## src/rtl/ffo_pkg.sv

```systemverilog
`timescale 1ns/1ps
package ffo_pkg;

  // Strobes from the control FSM to the datapath.
  typedef struct packed {
    logic load;     // capture operand, clear group base
    logic shift;    // advance to the next group
    logic capture;  // register count and branch decision
    logic pulse;    // raise the write strobe next cycle
  } ffoStrobes_t;

  typedef enum logic [1:0] {
    ST_IDLE   = 2'd0,
    ST_SCAN   = 2'd1,
    ST_SIGNAL = 2'd2
  } ffoState_t;

endpackage

```

## src/rtl/ffo_chunk_enc.sv

```systemverilog
`timescale 1ns/1ps
// Leading-zero encoder for one group of bits; MSB of the group is leftmost.
module ffo_chunk_enc #(
  parameter int CHUNK_W = 6,
  localparam int IDX_W = (CHUNK_W > 1) ? $clog2(CHUNK_W) : 1
) (
  input  logic [CHUNK_W-1:0] chunk,
  output logic               hit,
  output logic [IDX_W-1:0]   zeros
);

  generate
    if (CHUNK_W == 1) begin : g_single
      assign hit   = chunk[0];
      assign zeros = '0;
    end else begin : g_multi
      logic found;
      always_comb begin
        zeros = '0;
        found = 1'b0;
        for (int i = 0; i < CHUNK_W; i++) begin
          if (!found && chunk[CHUNK_W-1-i]) begin
            zeros = IDX_W'(i);
            found = 1'b1;
          end
        end
      end
      assign hit = found;
    end
  endgenerate

endmodule

```

## src/rtl/ffo_datapath.sv

```systemverilog
`timescale 1ns/1ps
module ffo_datapath
  import ffo_pkg::*;
#(
  parameter int WORD_W  = 36,
  parameter int CHUNK_W = 6,
  localparam int NUM_CHUNKS = (WORD_W + CHUNK_W - 1) / CHUNK_W,
  localparam int PAD_W      = NUM_CHUNKS * CHUNK_W,
  localparam int CNT_W      = (PAD_W > 1) ? $clog2(PAD_W) : 1
) (
  input  logic              clk,
  input  logic              rstN,
  input  ffoStrobes_t       ctl,
  input  logic [WORD_W-1:0] operand,
  output logic              chunkHit,
  output logic [CNT_W-1:0]  leadCount,
  output logic              branchTaken,
  output logic              writeSecond
);

  localparam int IDX_W = (CHUNK_W > 1) ? $clog2(CHUNK_W) : 1;

  logic [PAD_W-1:0]   shiftReg;
  logic [CNT_W-1:0]   baseReg;
  logic [CNT_W-1:0]   countReg;
  logic               branchReg;
  logic               writeReg;
  logic [CHUNK_W-1:0] topChunk;
  logic [IDX_W-1:0]   localZeros;

  assign topChunk = shiftReg[PAD_W-1 -: CHUNK_W];

  ffo_chunk_enc #(.CHUNK_W(CHUNK_W)) u_enc (
    .chunk (topChunk),
    .hit   (chunkHit),
    .zeros (localZeros)
  );

  // Operand window: left-aligned, padded with zeros on the right.
  always_ff @(posedge clk) begin
    if (!rstN) begin
      shiftReg <= '0;
      baseReg  <= '0;
    end else if (ctl.load) begin
      shiftReg <= PAD_W'(operand) << (PAD_W - WORD_W);
      baseReg  <= '0;
    end else if (ctl.shift) begin
      shiftReg <= shiftReg << CHUNK_W;
      baseReg  <= baseReg + CNT_W'(CHUNK_W);
    end
  end

  // Result registers, written once per evaluation.
  always_ff @(posedge clk) begin
    if (!rstN) begin
      countReg  <= '0;
      branchReg <= 1'b0;
    end else if (ctl.capture) begin
      countReg  <= chunkHit ? (baseReg + CNT_W'(localZeros)) : '0;
      branchReg <= chunkHit;
    end
  end

  always_ff @(posedge clk) begin
    if (!rstN) writeReg <= 1'b0;
    else       writeReg <= ctl.pulse;
  end

  assign leadCount   = countReg;
  assign branchTaken = branchReg;
  assign writeSecond = writeReg;


  count_range_chk: assert property (@(posedge clk) disable iff (!rstN)
    countReg <= CNT_W'(WORD_W - 1));


  nobranch_zero_chk: assert property (@(posedge clk) disable iff (!rstN)
    !branchReg |-> (countReg == '0));


  result_hold_chk: assert property (@(posedge clk) disable iff (!rstN)
    !ctl.capture |=> ($stable(countReg) && $stable(branchReg)));

endmodule

```

## src/rtl/ffo_control.sv

```systemverilog
`timescale 1ns/1ps
module ffo_control
  import ffo_pkg::*;
#(
  parameter int NUM_CHUNKS = 6,
  localparam int IDX_W = (NUM_CHUNKS > 1) ? $clog2(NUM_CHUNKS) : 1
) (
  input  logic        clk,
  input  logic        rstN,
  input  logic        start,
  input  logic        chunkHit,
  output ffoStrobes_t ctl,
  output logic        busy,
  output logic        done
);

  ffoState_t        state, nextState;
  logic [IDX_W-1:0] idx;
  logic             lastChunk;
  logic             doneReg;

  assign lastChunk = (idx == IDX_W'(NUM_CHUNKS - 1));

  always_comb begin
    ctl       = '0;
    nextState = state;
    unique case (state)
      ST_IDLE: begin
        if (start) begin
          ctl.load  = 1'b1;
          nextState = ST_SCAN;
        end
      end
      ST_SCAN: begin
        if (chunkHit || lastChunk) begin
          ctl.capture = 1'b1;
          nextState   = ST_SIGNAL;
        end else begin
          ctl.shift = 1'b1;
        end
      end
      ST_SIGNAL: begin
        ctl.pulse = 1'b1;
        nextState = ST_IDLE;
      end
      default: nextState = ST_IDLE;
    endcase
  end

  always_ff @(posedge clk) begin
    if (!rstN) begin
      state   <= ST_IDLE;
      idx     <= '0;
      doneReg <= 1'b0;
    end else begin
      state   <= nextState;
      doneReg <= ctl.pulse;
      if (ctl.load)       idx <= '0;
      else if (ctl.shift) idx <= idx + IDX_W'(1);
    end
  end

  assign busy = (state != ST_IDLE);
  assign done = doneReg;


  done_pulse_chk: assert property (@(posedge clk) disable iff (!rstN)
    done |=> !done);


  scan_ignores_start_chk: assert property (@(posedge clk) disable iff (!rstN)
    (state == ST_SCAN && start && !chunkHit && !lastChunk) |=>
      (state == ST_SCAN && idx == $past(idx) + IDX_W'(1)));


  idle_on_done_chk: assert property (@(posedge clk) disable iff (!rstN)
    done |-> !busy);

endmodule

```

## src/rtl/ffo_jump_unit.sv

```systemverilog
`timescale 1ns/1ps
module ffo_jump_unit
  import ffo_pkg::*;
#(
  parameter int WORD_W  = 36,
  parameter int CHUNK_W = 6,
  localparam int NUM_CHUNKS = (WORD_W + CHUNK_W - 1) / CHUNK_W,
  localparam int PAD_W      = NUM_CHUNKS * CHUNK_W,
  localparam int CNT_W      = (PAD_W > 1) ? $clog2(PAD_W) : 1
) (
  input  logic              clk,
  input  logic              rstN,
  input  logic              start,
  input  logic [WORD_W-1:0] operand,
  output logic              busy,
  output logic              done,
  output logic              writeSecond,
  output logic [CNT_W-1:0]  leadCount,
  output logic              branchTaken
);

  ffoStrobes_t ctl;
  logic        chunkHit;

  ffo_control #(.NUM_CHUNKS(NUM_CHUNKS)) u_control (
    .clk      (clk),
    .rstN     (rstN),
    .start    (start),
    .chunkHit (chunkHit),
    .ctl      (ctl),
    .busy     (busy),
    .done     (done)
  );

  ffo_datapath #(.WORD_W(WORD_W), .CHUNK_W(CHUNK_W)) u_datapath (
    .clk         (clk),
    .rstN        (rstN),
    .ctl         (ctl),
    .operand     (operand),
    .chunkHit    (chunkHit),
    .leadCount   (leadCount),
    .branchTaken (branchTaken),
    .writeSecond (writeSecond)
  );


  write_with_done_chk: assert property (@(posedge clk) disable iff (!rstN)
    done == writeSecond);

endmodule

```

## config.mk

```make
export PLATFORM = sky130hd
export DESIGN_NAME = ffo_jump_unit
export DESIGN_NICKNAME = d
export VERILOG_FILES = /design/src/rtl/ffo_pkg.sv /design/src/rtl/ffo_chunk_enc.sv /design/src/rtl/ffo_datapath.sv /design/src/rtl/ffo_control.sv /design/src/rtl/ffo_jump_unit.sv
export SDC_FILE = /design/constraint.sdc
export NUM_CORES = 1
export LEC_CHECK = 0
export CORE_MARGIN = 2
export CORE_UTILIZATION = 43
export CTS_CLUSTER_SIZE = 14
export DETAILED_ROUTE_END_ITERATION = 10
export PLACE_DENSITY = 0.79
export SYNTH_ARGS = -nofsm -noshare
export SYNTH_HDL_FRONTEND = slang
export SYNTH_SLANG_ARGS = --single-unit
```

## constraint.sdc

```tcl
create_clock -name clk -period 3.3 [get_ports clk]
set_input_delay 0.66 -clock clk [delete_from_list [all_inputs] [get_ports clk]]
set_output_delay 0.66 -clock clk [all_outputs]
set_load 0.05 [all_outputs]
```

==> impl_metrics.toml <==
[status]
status = "finished clean"

[synthesis]
seq_area_frac_synth = 0.473
synth_top_family_by_area = "compound AO/OA/AOI/OAI gates"
synth_fp_nets = 332
synthAdderAreaFrac = 0.0362
synth_xor_xnor_area_share = 0.0307
synth_compound_area_frac = 0.223
ys_ff_latch = 54
yosys.area_share.simple = 0.186
syn_inst = 287
ys_warn_count = 0
syn_area_mm2 = 0.00228
ys_types = 31
synth_mux_area_frac = 0
avgSynthCellArea_um2 = 7.96

[setup_path]
arrival_ns = 2.64
crit_slowest_cell = "or4_1"
critPathTopFamily = "simple AND/OR/NAND/NOR gates"
worstReg2RegStart = "u_datapath.shiftReg[32]"
crit_path_max_fanout = 21
worstReg2RegEnd = "u_datapath.baseReg[5]"
worst_setup_path_end_kind = "flop"
slowest_delay_ns = 0.70
path_buf_inv = 1
r2r_cells = 5
critPathKind = "flop to flop"
crit_chain = "or4_1 -> or3_1 -> buf_4 -> o31ai_1 -> a21oi_1"
required_ns = 3.50
reg2reg_slack_ns = 0.86
crit_path_start_kind = "flop"

[final_layout]
fill_cells = 486
nNetsFinal = 369
seq_area_mm2 = 0.00108
final_common_cell = "nand2_1"
diodes = 0
multiInputGateArea_mm2 = 0.00109
layout_common_cells = "nand2_1, dfxtp_1, clkdlybuf4s50_1"
layout-drive-gt1-share = 0.0401
syn_to_final_growth_pct = 27.6

[clocking]
cts_setup_buffers = 0
cts_tree = "yes"
cts.reportedPaths.clkPinSlew_ns = 0.09
cts_max_level = 2
clock-sinks = 54
clk_latency_ns = 0.31
cts_root_buf = "clkbuf_8"
cts_resized = 0
cts_made_buffers = 5
hold_buffers = 0
cts_buffer_depth = 2

[timing]
rsz0062_at_grt = "no"
worst_pin_slew_ns = 0.628
timing.slew.headroom = 0.579
fin_tns_setup_ns = 0
setup_viol = 0
hold_viol_final = 0
period_share = 0.739
drv_slew = 0
fmax_ghz = 0.410
finalClockSkew_ns = 0.00833
period_needed_ns = 2.44

[global_route]
grt_pass1_wl_um = 8550
gr-total-overflow = 0
grt_pass1_vias = 1919
grt_usage = 0.179
grt_max_degree = 50
antenna_found_initial = 0

[min_path]
holdPathEnd = "u_datapath.writeSecond"
hp-class = "flop to flop"
min_from = "u_control.state[1]"
holdPathStages = 2

[route]
wl_per_cell_um = 12.9
firstDrtPassIters = 4
dr_total_vias = 2110
detail-route-antenna-nets = 0
drc = 0
viasPerCell = 5.36
routed_wl_um = 5070
drtIter0Drc = 110

[placed_design]
dp_hpwl_um = 3570
place.gp.congestion = 0.806
port_buffers = 48

[die]
io_pins = 49
die-width_um = 76.9
coreArea_mm2 = 0.00511
num_rows = 26
dieArea_mm2 = 0.00591
fp.dieH_um = 76.9
initial_utilization = 0.447

[pwr]
peakVddDrop_v = 0.000247
leakage_uw = 0.00103
powerDensity_mw_per_mm2 = 490
fin_total_pwr_uw = 1430

[job]
drv_cap = 0
## kinds of logic after synthesis
logic type,after synthesis
XOR/XNOR,8
flip-flops,54
AND/OR/NAND/NOR,100
AO/OA/AOI/OAI,90
buffers and inverters,29
adder cells (fa/ha/maj),6
## state kept, by name (all words and copies together), names as in the netlist
name,count
u_datapath.writeSecond,1
u_datapath.shiftReg,36
u_datapath.branchTaken,1
u_datapath.leadCount,6
u_control.state,2
u_datapath.baseReg,5
u_control.idx,3
## worst reg2reg max path: stages (launching register included)
cell	delay, ns
dfxtp_1	0.34
or4_1	0.70
or3_1	0.64
buf_4	0.30
o31ai_1	0.26
a21oi_1	0.09
## how the worst max path moves through the flow
stage | endpoint | depth (start not counted) | from | slack, ns
6_report | u_datapath.baseReg[5] | 5 | u_datapath.shiftReg[32] | 0.86
4_1_cts | u_datapath.baseReg[5] | 5 | u_datapath.shiftReg[32] | 0.87
3_3_place_gp | u_datapath.baseReg[5] | 5 | u_datapath.shiftReg[32] | 0.92
3_5_place_dp | u_datapath.leadCount[0] | 3 | rstN | 0.82
5_1_grt | u_datapath.baseReg[5] | 5 | u_datapath.shiftReg[32] | 0.70
2_1_floorplan | u_datapath.baseReg[5] | 6 | u_datapath.shiftReg[32] | 1.19
## per-stage QoR
step	instance area [um2]	utilization	hold slack, ns	setup WS [ns]	instances
final	2910	0.570	0.466	0.862	394
after global routing	2910	0.570	0.482	0.705	394
after CTS	2910	0.570	0.466	0.871	394
after detailed placement	2800	0.548	0.447	0.825	387
after global placement	2800	0.548	0.436	0.921	387
after floorplan	2280	-	0.422	1.19	287
## where the power goes
part | leakage [uW] | switching (uW) | total, uW | internal (uW)
combinational | 0.000531 | 137 | 241 | 104
sequential | 0.000444 | 33.2 | 736 | 702
clock | 0.0000573 | 207 | 450 | 243
## synth_stat cells, drive strengths merged
| cell type | n | area [um2] |
|---|---|---|
| or3 | 1 | 6.26 |
| ha | 5 | 62.6 |
| o31a | 1 | 8.76 |
| a211o | 1 | 8.76 |
| nor4 | 3 | 18.8 |
| nor2 | 19 | 71.3 |
| nor2b | 2 | 12.5 |
| a21oi | 23 | 115 |
| inv | 7 | 26.3 |
| o41ai | 1 | 8.76 |
| a22oi | 4 | 30.0 |
| xnor2 | 7 | 61.3 |
| buf | 5 | 26.3 |
| fa | 1 | 20.0 |
| xor2 | 1 | 8.76 |
| nand2 | 59 | 221 |
| o31ai | 1 | 7.51 |
| or4 | 2 | 15.0 |
| a211oi | 2 | 15.0 |
| nand2b | 2 | 12.5 |
| nor3 | 2 | 15.0 |
| clkbuf | 17 | 63.8 |
| and2 | 1 | 6.26 |
| a31oi | 24 | 150 |
| dfxtp | 54 | 1080 |
| nand3 | 9 | 45.0 |
| o21ai | 33 | 165 |
## per-layer routing
metal  part of all wire  global-route usage  vias up  wire [um]
met5                  0                   0        -          0
li1                   -                   -     1068          -
met3              0.059              0.0529        5        300
met2               0.49               0.305       57       2480
met4              0.011              0.0564        0         57
met1               0.44               0.215      980       2230
## cell type report
type | count | share of cell area
multi-input cells | 204 | 0.376
inverters | 7 | 0.00902
clock inverters | 1 | 0.0103
clock buffers | 6 | 0.0284
repair buffers | 52 | 0.175
flip-flops and latches | 54 | 0.371
well taps | 70 | 0.0301
(Power assumes the default switching activity.)
